===== src/rtl/bsg_pkg.sv =====
package bsg_pkg;
    typedef enum logic [1:0] {
        ST_IDLE = 2'd0,
        ST_DEAD = 2'd1,
        ST_HIGH = 2'd2,
        ST_LOW  = 2'd3
    } gate_state_t;
endpackage


===== src/rtl/bsg_duty_guard.sv =====
module bsg_duty_guard #(
    parameter int MAX_RUN = 20
) (
    input  logic clk,
    input  logic rst_n,
    input  logic en,
    input  logic cyc_start,
    input  logic cyc_half,
    input  logic cmp_rst,
    output logic pwm_q
);
    localparam int RUN_W = $clog2(MAX_RUN + 1);

    logic [RUN_W-1:0] run_cnt;
    logic             on_all;
    logic             force_rst;

    assign force_rst = cyc_half && (run_cnt == RUN_W'(MAX_RUN));

    // period latch: clear requests take priority over the set
    always_ff @(posedge clk) begin
        if (!rst_n) begin
            pwm_q <= 1'b0;
        end else if (!en || cmp_rst || force_rst) begin
            pwm_q <= 1'b0;
        end else if (cyc_start) begin
            pwm_q <= 1'b1;
        end
    end

    // whole-period run counter
    always_ff @(posedge clk) begin
        if (!rst_n || !en) begin
            run_cnt <= '0;
            on_all  <= 1'b0;
        end else if (cyc_start) begin
            if (on_all && pwm_q) begin
                if (run_cnt != RUN_W'(MAX_RUN)) run_cnt <= run_cnt + 1'b1;
            end else begin
                run_cnt <= '0;
            end
            on_all <= 1'b1;
        end else if (!pwm_q) begin
            on_all <= 1'b0;
        end
    end

    p_force_clear_r8: assert property (@(posedge clk) disable iff (!rst_n)
        force_rst |=> !pwm_q);
    p_cmp_clear_r3: assert property (@(posedge clk) disable iff (!rst_n)
        cmp_rst |=> !pwm_q);
    p_run_sat_r7: assert property (@(posedge clk) disable iff (!rst_n)
        run_cnt <= RUN_W'(MAX_RUN));
    p_en_clear_r9: assert property (@(posedge clk) disable iff (!rst_n)
        !en |=> !pwm_q);
endmodule


===== src/rtl/bsg_gate_fsm.sv =====
module bsg_gate_fsm
    import bsg_pkg::*;
#(
    parameter int DEAD_TICKS = 2
) (
    input  logic clk,
    input  logic rst_n,
    input  logic en,
    input  logic dem_hi,
    input  logic ss_done,
    output logic gate_hi,
    output logic gate_lo
);
    localparam int CNT_W = (DEAD_TICKS > 1) ? $clog2(DEAD_TICKS) : 1;
    localparam logic [CNT_W-1:0] CNT_LOAD = CNT_W'(DEAD_TICKS - 1);

    gate_state_t      st_q, st_d;
    logic [CNT_W-1:0] cnt_q;
    logic             hs_tried;
    logic             lo_ok;

    assign lo_ok = ss_done || hs_tried;

    // start-up inhibit memory
    always_ff @(posedge clk) begin
        if (!rst_n || !en) hs_tried <= 1'b0;
        else if (dem_hi)   hs_tried <= 1'b1;
    end

    always_comb begin
        st_d = st_q;
        unique case (st_q)
            ST_IDLE: if (en && (dem_hi || lo_ok)) st_d = ST_DEAD;
            ST_DEAD: begin
                if (!en)                st_d = ST_IDLE;
                else if (cnt_q == '0) begin
                    if (dem_hi)         st_d = ST_HIGH;
                    else if (lo_ok)     st_d = ST_LOW;
                    else                st_d = ST_IDLE;
                end
            end
            ST_HIGH: begin
                if (!en)                st_d = ST_IDLE;
                else if (!dem_hi)       st_d = ST_DEAD;
            end
            ST_LOW: begin
                if (!en)                st_d = ST_IDLE;
                else if (dem_hi || !lo_ok) st_d = ST_DEAD;
            end
            default:                    st_d = ST_IDLE;
        endcase
    end

    // state register with dead-time counter
    always_ff @(posedge clk) begin
        if (!rst_n) begin
            st_q  <= ST_IDLE;
            cnt_q <= '0;
        end else begin
            st_q <= st_d;
            if (st_d == ST_DEAD && st_q != ST_DEAD) cnt_q <= CNT_LOAD;
            else if (st_q == ST_DEAD && cnt_q != '0) cnt_q <= cnt_q - 1'b1;
        end
    end

    // outputs
    always_comb begin
        gate_hi = 1'b0;
        gate_lo = 1'b0;
        unique case (st_q)
            ST_HIGH: gate_hi = 1'b1;
            ST_LOW:  gate_lo = 1'b1;
            default: ;
        endcase
    end

    p_excl_r5: assert property (@(posedge clk) disable iff (!rst_n)
        !(gate_hi && gate_lo));
    p_dead_r4: assert property (@(posedge clk) disable iff (!rst_n)
        ((gate_hi || gate_lo) && !$past(gate_hi || gate_lo))
        |-> ($past(st_q) == ST_DEAD && $past(cnt_q) == '0));
    p_inhibit_r6: assert property (@(posedge clk) disable iff (!rst_n)
        (gate_lo && !$past(gate_lo)) |-> $past(lo_ok));
    p_idle_r9: assert property (@(posedge clk) disable iff (!rst_n)
        !en |=> (!gate_hi && !gate_lo));
endmodule


===== src/rtl/buck_gate_seq.sv =====
module buck_gate_seq #(
    parameter int DEAD_TICKS = 2,
    parameter int MAX_RUN    = 20
) (
    input  logic clk,
    input  logic rst_n,
    input  logic cyc_start,
    input  logic cyc_half,
    input  logic cmp_rst,
    input  logic ss_done,
    input  logic en,
    output logic gate_hi,
    output logic gate_lo
);
    logic pwm_q;

    bsg_duty_guard #(.MAX_RUN(MAX_RUN)) u_guard (
        .clk       (clk),
        .rst_n     (rst_n),
        .en        (en),
        .cyc_start (cyc_start),
        .cyc_half  (cyc_half),
        .cmp_rst   (cmp_rst),
        .pwm_q     (pwm_q)
    );

    bsg_gate_fsm #(.DEAD_TICKS(DEAD_TICKS)) u_fsm (
        .clk     (clk),
        .rst_n   (rst_n),
        .en      (en),
        .dem_hi  (pwm_q),
        .ss_done (ss_done),
        .gate_hi (gate_hi),
        .gate_lo (gate_lo)
    );

    p_reset_r1: assert property (@(posedge clk)
        !rst_n |=> (!gate_hi && !gate_lo));
endmodule


===== config.mk =====
export PLATFORM = sky130hd
export DESIGN_NAME = buck_gate_seq
export DESIGN_NICKNAME = d
export VERILOG_FILES = /design/src/rtl/bsg_pkg.sv /design/src/rtl/bsg_duty_guard.sv /design/src/rtl/bsg_gate_fsm.sv /design/src/rtl/buck_gate_seq.sv
export SDC_FILE = /design/constraint.sdc
export NUM_CORES = 1
export LEC_CHECK = 0
export BUFFER_PORTS_ARGS = -buffer_cell sky130_fd_sc_hd__buf_2
export CORE_AREA = 2 2 39 41
export CTS_BUF_LIST = sky130_fd_sc_hd__clkbuf_4
export CTS_CLUSTER_SIZE = 24
export DETAILED_ROUTE_END_ITERATION = 8
export DIE_AREA = 0 0 41 43
export GPL_ROUTABILITY_DRIVEN = 0
export PLACE_DENSITY = 0.6
export SYNTH_ARGS = -nofsm -noshare
export SYNTH_HDL_FRONTEND = slang
export SYNTH_SLANG_ARGS = --single-unit

===== constraint.sdc =====
create_clock -name clk -period 1.6 [get_ports clk]
set_input_delay 0.32 -clock clk [delete_from_list [all_inputs] [get_ports clk]]
set_output_delay 0.32 -clock clk [all_outputs]
set_load 0.02 [all_outputs]

==> metrics.txt, run 1 <==
status completed; chip width 41 um; PostCTS Resize Cnt 0; xor and xnor area share after synthesis 0.0645; clock group share of total power 0.386; power share of the combinational group 0.081; H-tree depth 1; pwr dens approximately 860 nW/um^2; vias in the first global route 412; total wire length 942 um; Detailed Place HPWL 697 um; Starting DRT DRC Count 5; Metal-1 WL 418 um; largest net degree at the start of global routing 9; worst min path class primary input to register; relative slew slack 0.813; worst setup margin around 0.18 ns; chip height 43 um; Slew @ Worst Pin 0.280 ns; share of layout cells above drive strength 1 0.275; Final setup viols 0; Synth Instances 58; Routed Antenna Nets 0; min-delay src cmp_rst; Worst setup SP type register; commonest non-fill, non-tap cell in the layout dfxtp_1; FF-to-FF Start u_guard.run_cnt[0]$_SDFFE_PP0P_; Post-CTS Hold Fix Bufs 0; number of vias per cell 5.16; mux contribution to synthesized area 0; routed wl met2 487 um; ranking of synthesized cells by area dfxtp_1 (41%), nor2_1 (6.2%), a2111oi_4 (5.1%); Initial Utilization 0.392; DR vias 439; post-layout util 0.454; Cell Area, Synth 543 sq um; # Post-CTS Setup Buffers 0; Synth Area in Compound Gates 0.173; initial antenna violation count 0; Simple-Gate Fraction of Synth Area 0.274; Leakage Power 0.250 nW; RSZ-0062 raised after global routing false; first-pass GRT wire length about 1700 um; Final Max Slew Viols 0; critical path class register to output pin; most frequent cells in the layout dfxtp_1 (11), nor2_1 (9), buf_2 (8), nand3_1 (4), clkbuf_4 (4); worst-case clock buffer depth 2; final period utilization 0.886; Synth cell types 26; final hold violations 0; Syn Area/Cell 9.36 sq um; arrival time worst endpoint 1.10 ns; Total Power 0.000542 W; # diodes 0; Yosys top cell by area dfxtp_1; Flop pwr share 0.533; die footprint 1760 sq um; # rows 14; largest family of logic cells by synthesized area simple AND/OR/NAND/NOR gates; clock period minus final worst setup slack between 1 and 1.5 ns; total congestion overflow 0; pre-CTS WS 0.368 ns; gr usage total 0.142; core area 1380 sq um; Yosys top cell area share 0.406; latest clock arrival within the worst-skew pair 0.27 ns; clock root cell clkbuf_4; worst hold endpoint u_guard.pwm_q$_SDFFE_PP0P_; DR DRC count 0; Top Metal Used met3; post-route setup TNS 0 ns; Nets 79; Net Sw Frac 0.235; Adder-Cell Fraction of Synth Area 0.0461; Yosys reg bits 11; worst-path maximum fanout 6; r2r worst-path depth 5; Num CTS Buffers 3; met3 wire length ~37 um; Switch Pwr about 0.00013 W; routed length per instance between 10 and 15 um; syn nets 67; CTS tree done; post-synthesis sequential area ratio 0.406; r2r endpoint u_guard.pwm_q$_SDFFE_PP0P_; Synth warnings 0; Worst-path clk slew 0.07 ns; Peak VDD IR approximately 470 uV; hold depth 2; worst reg-to-reg setup slack 0.35 ns; Max-cap violations 0; # IOs 9; clk_skew 0.00273 ns; Internal Power 0.000415 W; fmax 706 MHz; required time of the critical path between 1 and 1.5 ns; layout filler cell count 140; TritonCTS Sinks 11; synth-to-layout area growth 15.7%; crit end category output pin; first drt pass iteration count 4; number of port buffers 8
[cell families (layout without fill, tap and decap cells)]
family / count (synthesis) / count (layout)
fa+ha+maj: 2 / 2
compound gates: 10 / 10
buf+inv: 5 / 16
flops: 11 / 11
xor+xnor: 4 / 4
simple gates: 26 / 26
[flip-flops by register name (all words and copies together), names as in the netlist]
| register | cells |
|---|---|
| u_fsm.cnt_q | 1 |
| u_guard.run_cnt | 5 |
| u_fsm.hs_tried | 1 |
| u_fsm.st_q | 2 |
| u_guard.on_all | 1 |
| u_guard.pwm_q | 1 |
[how the worst max path moves through the flow]
stage / startpoint / end / slack [ns]
finish: u_fsm.st_q[1]$_SDFF_PN0_ / gate_hi / 0.18
global placement: u_guard.run_cnt[0]$_SDFFE_PP0P_ / u_guard.pwm_q$_SDFFE_PP0P_ / 0.40
global route: u_fsm.st_q[1]$_SDFF_PN0_ / gate_hi / 0.07
CTS: u_fsm.st_q[1]$_SDFF_PN0_ / gate_hi / 0.15
floorplan: u_fsm.st_q[1]$_SDFF_PN0_ / u_fsm.cnt_q$_SDFFE_PN0P_ / 0.39
detailed placement: u_guard.run_cnt[0]$_SDFFE_PP0P_ / u_guard.pwm_q$_SDFFE_PP0P_ / 0.37
[synth_stat cells (all sizes together)]
| cell | instances |
|---|---|
| nand3 | 4 |
| nand4 | 2 |
| a2111oi | 1 |
| and3 | 1 |
| xor2 | 3 |
| nand2 | 4 |
| a21oi | 3 |
| nor3b | 1 |
| nand4b | 1 |
| o221ai | 1 |
| a211o | 1 |
| nor2b | 2 |
| o21ai | 2 |
| buf | 1 |
| a21o | 1 |
| o31ai | 1 |
| or2b | 1 |
| and2 | 1 |
| xnor2 | 1 |
| nor2 | 9 |
| inv | 4 |
| ha | 2 |
| dfxtp | 11 |
[power by group through the flow]
stage / logic, W / registers [W] / clock network, W
finish: 0.0000440 / 0.000289 / 0.000209
global route: 0.0000497 / 0.000290 / 0.000231
CTS: 0.0000447 / 0.000288 / 0.000219
detailed placement: 0.0000446 / 0.000295 / 0
global placement: 0.0000440 / 0.000295 / 0
floorplan: 0.0000309 / 0.000293 / 0
[critical path, cell delays in order (launching register included)]
cell and delay (ns):
dfxtp_1 0.42, nor2b_1 0.22, buf_2 0.19
[layout make-up]
cell class | instances | area (sq um) | share of cell area
clock buffers | 4 | 30.0 | 0.0478
inverters | 4 | 15.0 | 0.0239
multi-input cells | 42 | 303 | 0.482
flip-flops and latches | 11 | 220 | 0.351
well taps | 16 | 20.0 | 0.0319
repair buffers | 8 | 40.0 | 0.0637
[per-stage QoR]
step | instances | area, sq um | hold WS (ns)
finish | 85 | 628 | 0.235
global route | 85 | 628 | 0.217
CTS | 85 | 628 | 0.220
detailed placement | 81 | 598 | 0.480
global placement | 81 | 598 | 0.472
floorplan | 58 | 543 | 0.384
[layer usage]
| layer | global-route usage | vias to the layer above |
|---|---|---|
| met2 | 0.216 | 9 |
| met4 | 0.0400 | 0 |
| met5 | 0 | - |
| met3 | 0.0628 | 0 |
| met1 | 0.176 | 207 |
| li1 | - | 223 |
Power figures use the tool's default switching activity.
==> inputs of run 2 (changes only) <==
- PLACE_DENSITY: 0.6 -> 0.62
- RECOVER_POWER: default -> 100
- SYNTH_HIERARCHICAL: default -> 1
==> run 2 against run 1 <==
  * Clock-buffer cell count stayed put
  * Worst hold slack got worse by 0.0083 ns
  * Non-clock buffer count stayed put
  * Core utilization grew 1.4 points
  * Largest cell class unchanged
  * Die area did not move
==> metrics.txt, run 2 <==
# Post-CTS Setup Buffers 0; total congestion overflow 0; Yosys top cell area share 0.388; critical path class register to register; first drt pass iteration count 4; PostCTS Resize Cnt 0; crit path from u_guard/run_cnt[0]$_SDFFE_PP0P_; Final Max Slew Viols 0; Largest Register u_guard/run_cnt; Starting DRT DRC Count 8; Nets between 80 and 90; worst-case clock buffer depth 2; ranking of synthesized cells by area dfxtp_1 (39%), ha_1 (4.4%), nand3_1 (4.4%); number of synthesized flops with an enable pin 0; chip height 43 um; FF-to-FF Start u_guard/run_cnt[0]$_SDFFE_PP0P_; Worst setup SP type register; Final Hold Slack ~0.23 ns; share of layout cells above drive strength 1 0.156; DR DRC count 0; initial antenna violation count 0; Commonest cells post-synth dfxtp_1 (11), nand3_1 (5), nand2_1 (4), nor2_1 (4); syn nets 75; Routed Antenna Nets 0; crit end category register; Post-CTS Hold Fix Bufs 0; worst min path class primary input to register; Top Registers u_guard/run_cnt: 5 flops, u_fsm/st_q: 2 flops; total wire length 1100 um; die footprint 1760 sq um; clk_skew slightly above 0.009 ns; Synth Instances 66; Top FF cell, synth dfxtp_1; Syn Area/Cell between 8 and 9 sq um; RSZ-0062 raised after global routing false; # diodes 0; DR vias ~500; # rows 14; fmax between 600 and 700 MHz; pwr dens 810 nW/um^2; chip width around 40 um; Worst Setup EP u_guard/run_cnt[3]$_SDFFE_PP0P_; final period utilization 0.951; final hold violations 0; Peak VDD IR 577 uV; clock period minus final worst setup slack 1.52 ns; number of port buffers 8; worst reg-to-reg setup slack between 0.07 and 0.08 ns; r2r endpoint u_guard/run_cnt[3]$_SDFFE_PP0P_; largest net degree at the start of global routing 10; met3 wire length 30 um; Metal-1 WL 508 um; routed length per instance 11.8 um; Num CTS Buffers 3; Leakage Power 0.220 nW; synth-to-layout area growth 13.9%; Top Metal Used met3; Final setup viols 0; max reg flops 5; Detailed Place HPWL 866 um; Max-cap violations 0; Worst-path clk slew 0.07 ns; H-tree depth 1; Initial Utilization 0.410; first-pass GRT wire length ~1900 um; area of the multi-input gates ~330 sq um; arrival time worst endpoint 1.72 ns; commonest non-fill, non-tap cell in the layout dfxtp_1; r2r worst-path depth 5; Synth warnings 6; number of vias per cell ~5.4; Synth async-reset ratio 0; Yosys reg bits 11; clock root cell clkbuf_4; latest clock arrival within the worst-skew pair around 0.26 ns; gr usage total 0.158; core area 1380 sq um; vias in the first global route 466; Cell Area, Synth 568 sq um; status completed; post-synthesis sequential area ratio 0.388; most frequent cells in the layout dfxtp_1 (11), buf_2 (6), nand3_1 (5); Synth cell types 29; most frequent cell after synthesis dfxtp_1; layout filler cell count 151; # IOs 9; required time of the critical path 1.80 ns; Sequential Area 220 sq um; Yosys top cell by area dfxtp_1; relative slew slack 0.770; post-route setup TNS 0 ns; worst-path maximum fanout 6; routed wl met2 about 560 um; TritonCTS Sinks 11; Slew @ Worst Pin 0.336 ns; CTS tree done
## run 2: area by class of cell
type,count,area share
Timing Repair Buffer,8,0.0580
Inverter,3,0.0174
Clock buffer,4,0.0464
Sequential cell,11,0.340
Tap cell,16,0.0309
Multi-Input combinational cell,51,0.507
## run 2: stage by stage
stage	setup WS, ns	utilization	std cells	area [sq um]	power [W]
2_1_floorplan	0.174	-	66	568	0.000319
3_3_place_gp	0.141	0.450	89	623	0.000334
3_5_place_dp	0.0826	0.450	89	623	0.000334
4_1_cts	0.0725	0.472	93	653	0.000537
5_1_grt	0.00422	0.467	93	647	0.000554
6_report	0.0791	0.467	93	647	0.000524
## run 2: worst max-delay path, cell delays in order, from the launching register on
cell and delay (ns):
dfxtp_1 0.37, inv_1 0.07, ha_1 0.20, and4b_4 0.20, or4_1 0.50, a21oi_1 0.12
## run 2: per-layer routing
layer	track usage	vias up
met1	0.192	235
met2	0.247	4
met5	0	-
li1	-	266
met4	0.0200	0
met3	0.0838	0
## run 2: logic make-up after synthesis
logic type,count (synthesis),synth area share
compound gates,18,0.207
simple gates,31,0.333
buf+inv,4,0.0286
fa+ha+maj,2,0.0440
flops,11,0.388
## run 2: how the worst min path moves through the flow
stage / start / to / slack [ns] / cells past startpoint
floorplan: cmp_rst / u_guard/pwm_q$_SDFFE_PP0P_ / 0.40 / 1
global placement: u_guard/run_cnt[4]$_SDFFE_PP0P_ / u_guard/run_cnt[4]$_SDFFE_PP0P_ / 0.47 / 2
detailed placement: u_guard/run_cnt[4]$_SDFFE_PP0P_ / u_guard/run_cnt[4]$_SDFFE_PP0P_ / 0.47 / 2
CTS: cmp_rst / u_guard/pwm_q$_SDFFE_PP0P_ / 0.22 / 2
global route: cmp_rst / u_guard/pwm_q$_SDFFE_PP0P_ / 0.23 / 2
finish: cmp_rst / u_guard/pwm_q$_SDFFE_PP0P_ / 0.23 / 2
## run 2: report_power, final
group	total (W)	internal (W)	switching (W)
combinational	0.0000373	0.0000169	0.0000204
sequential	0.000288	0.000280	0.00000806
clock	0.000199	0.000113	0.0000855
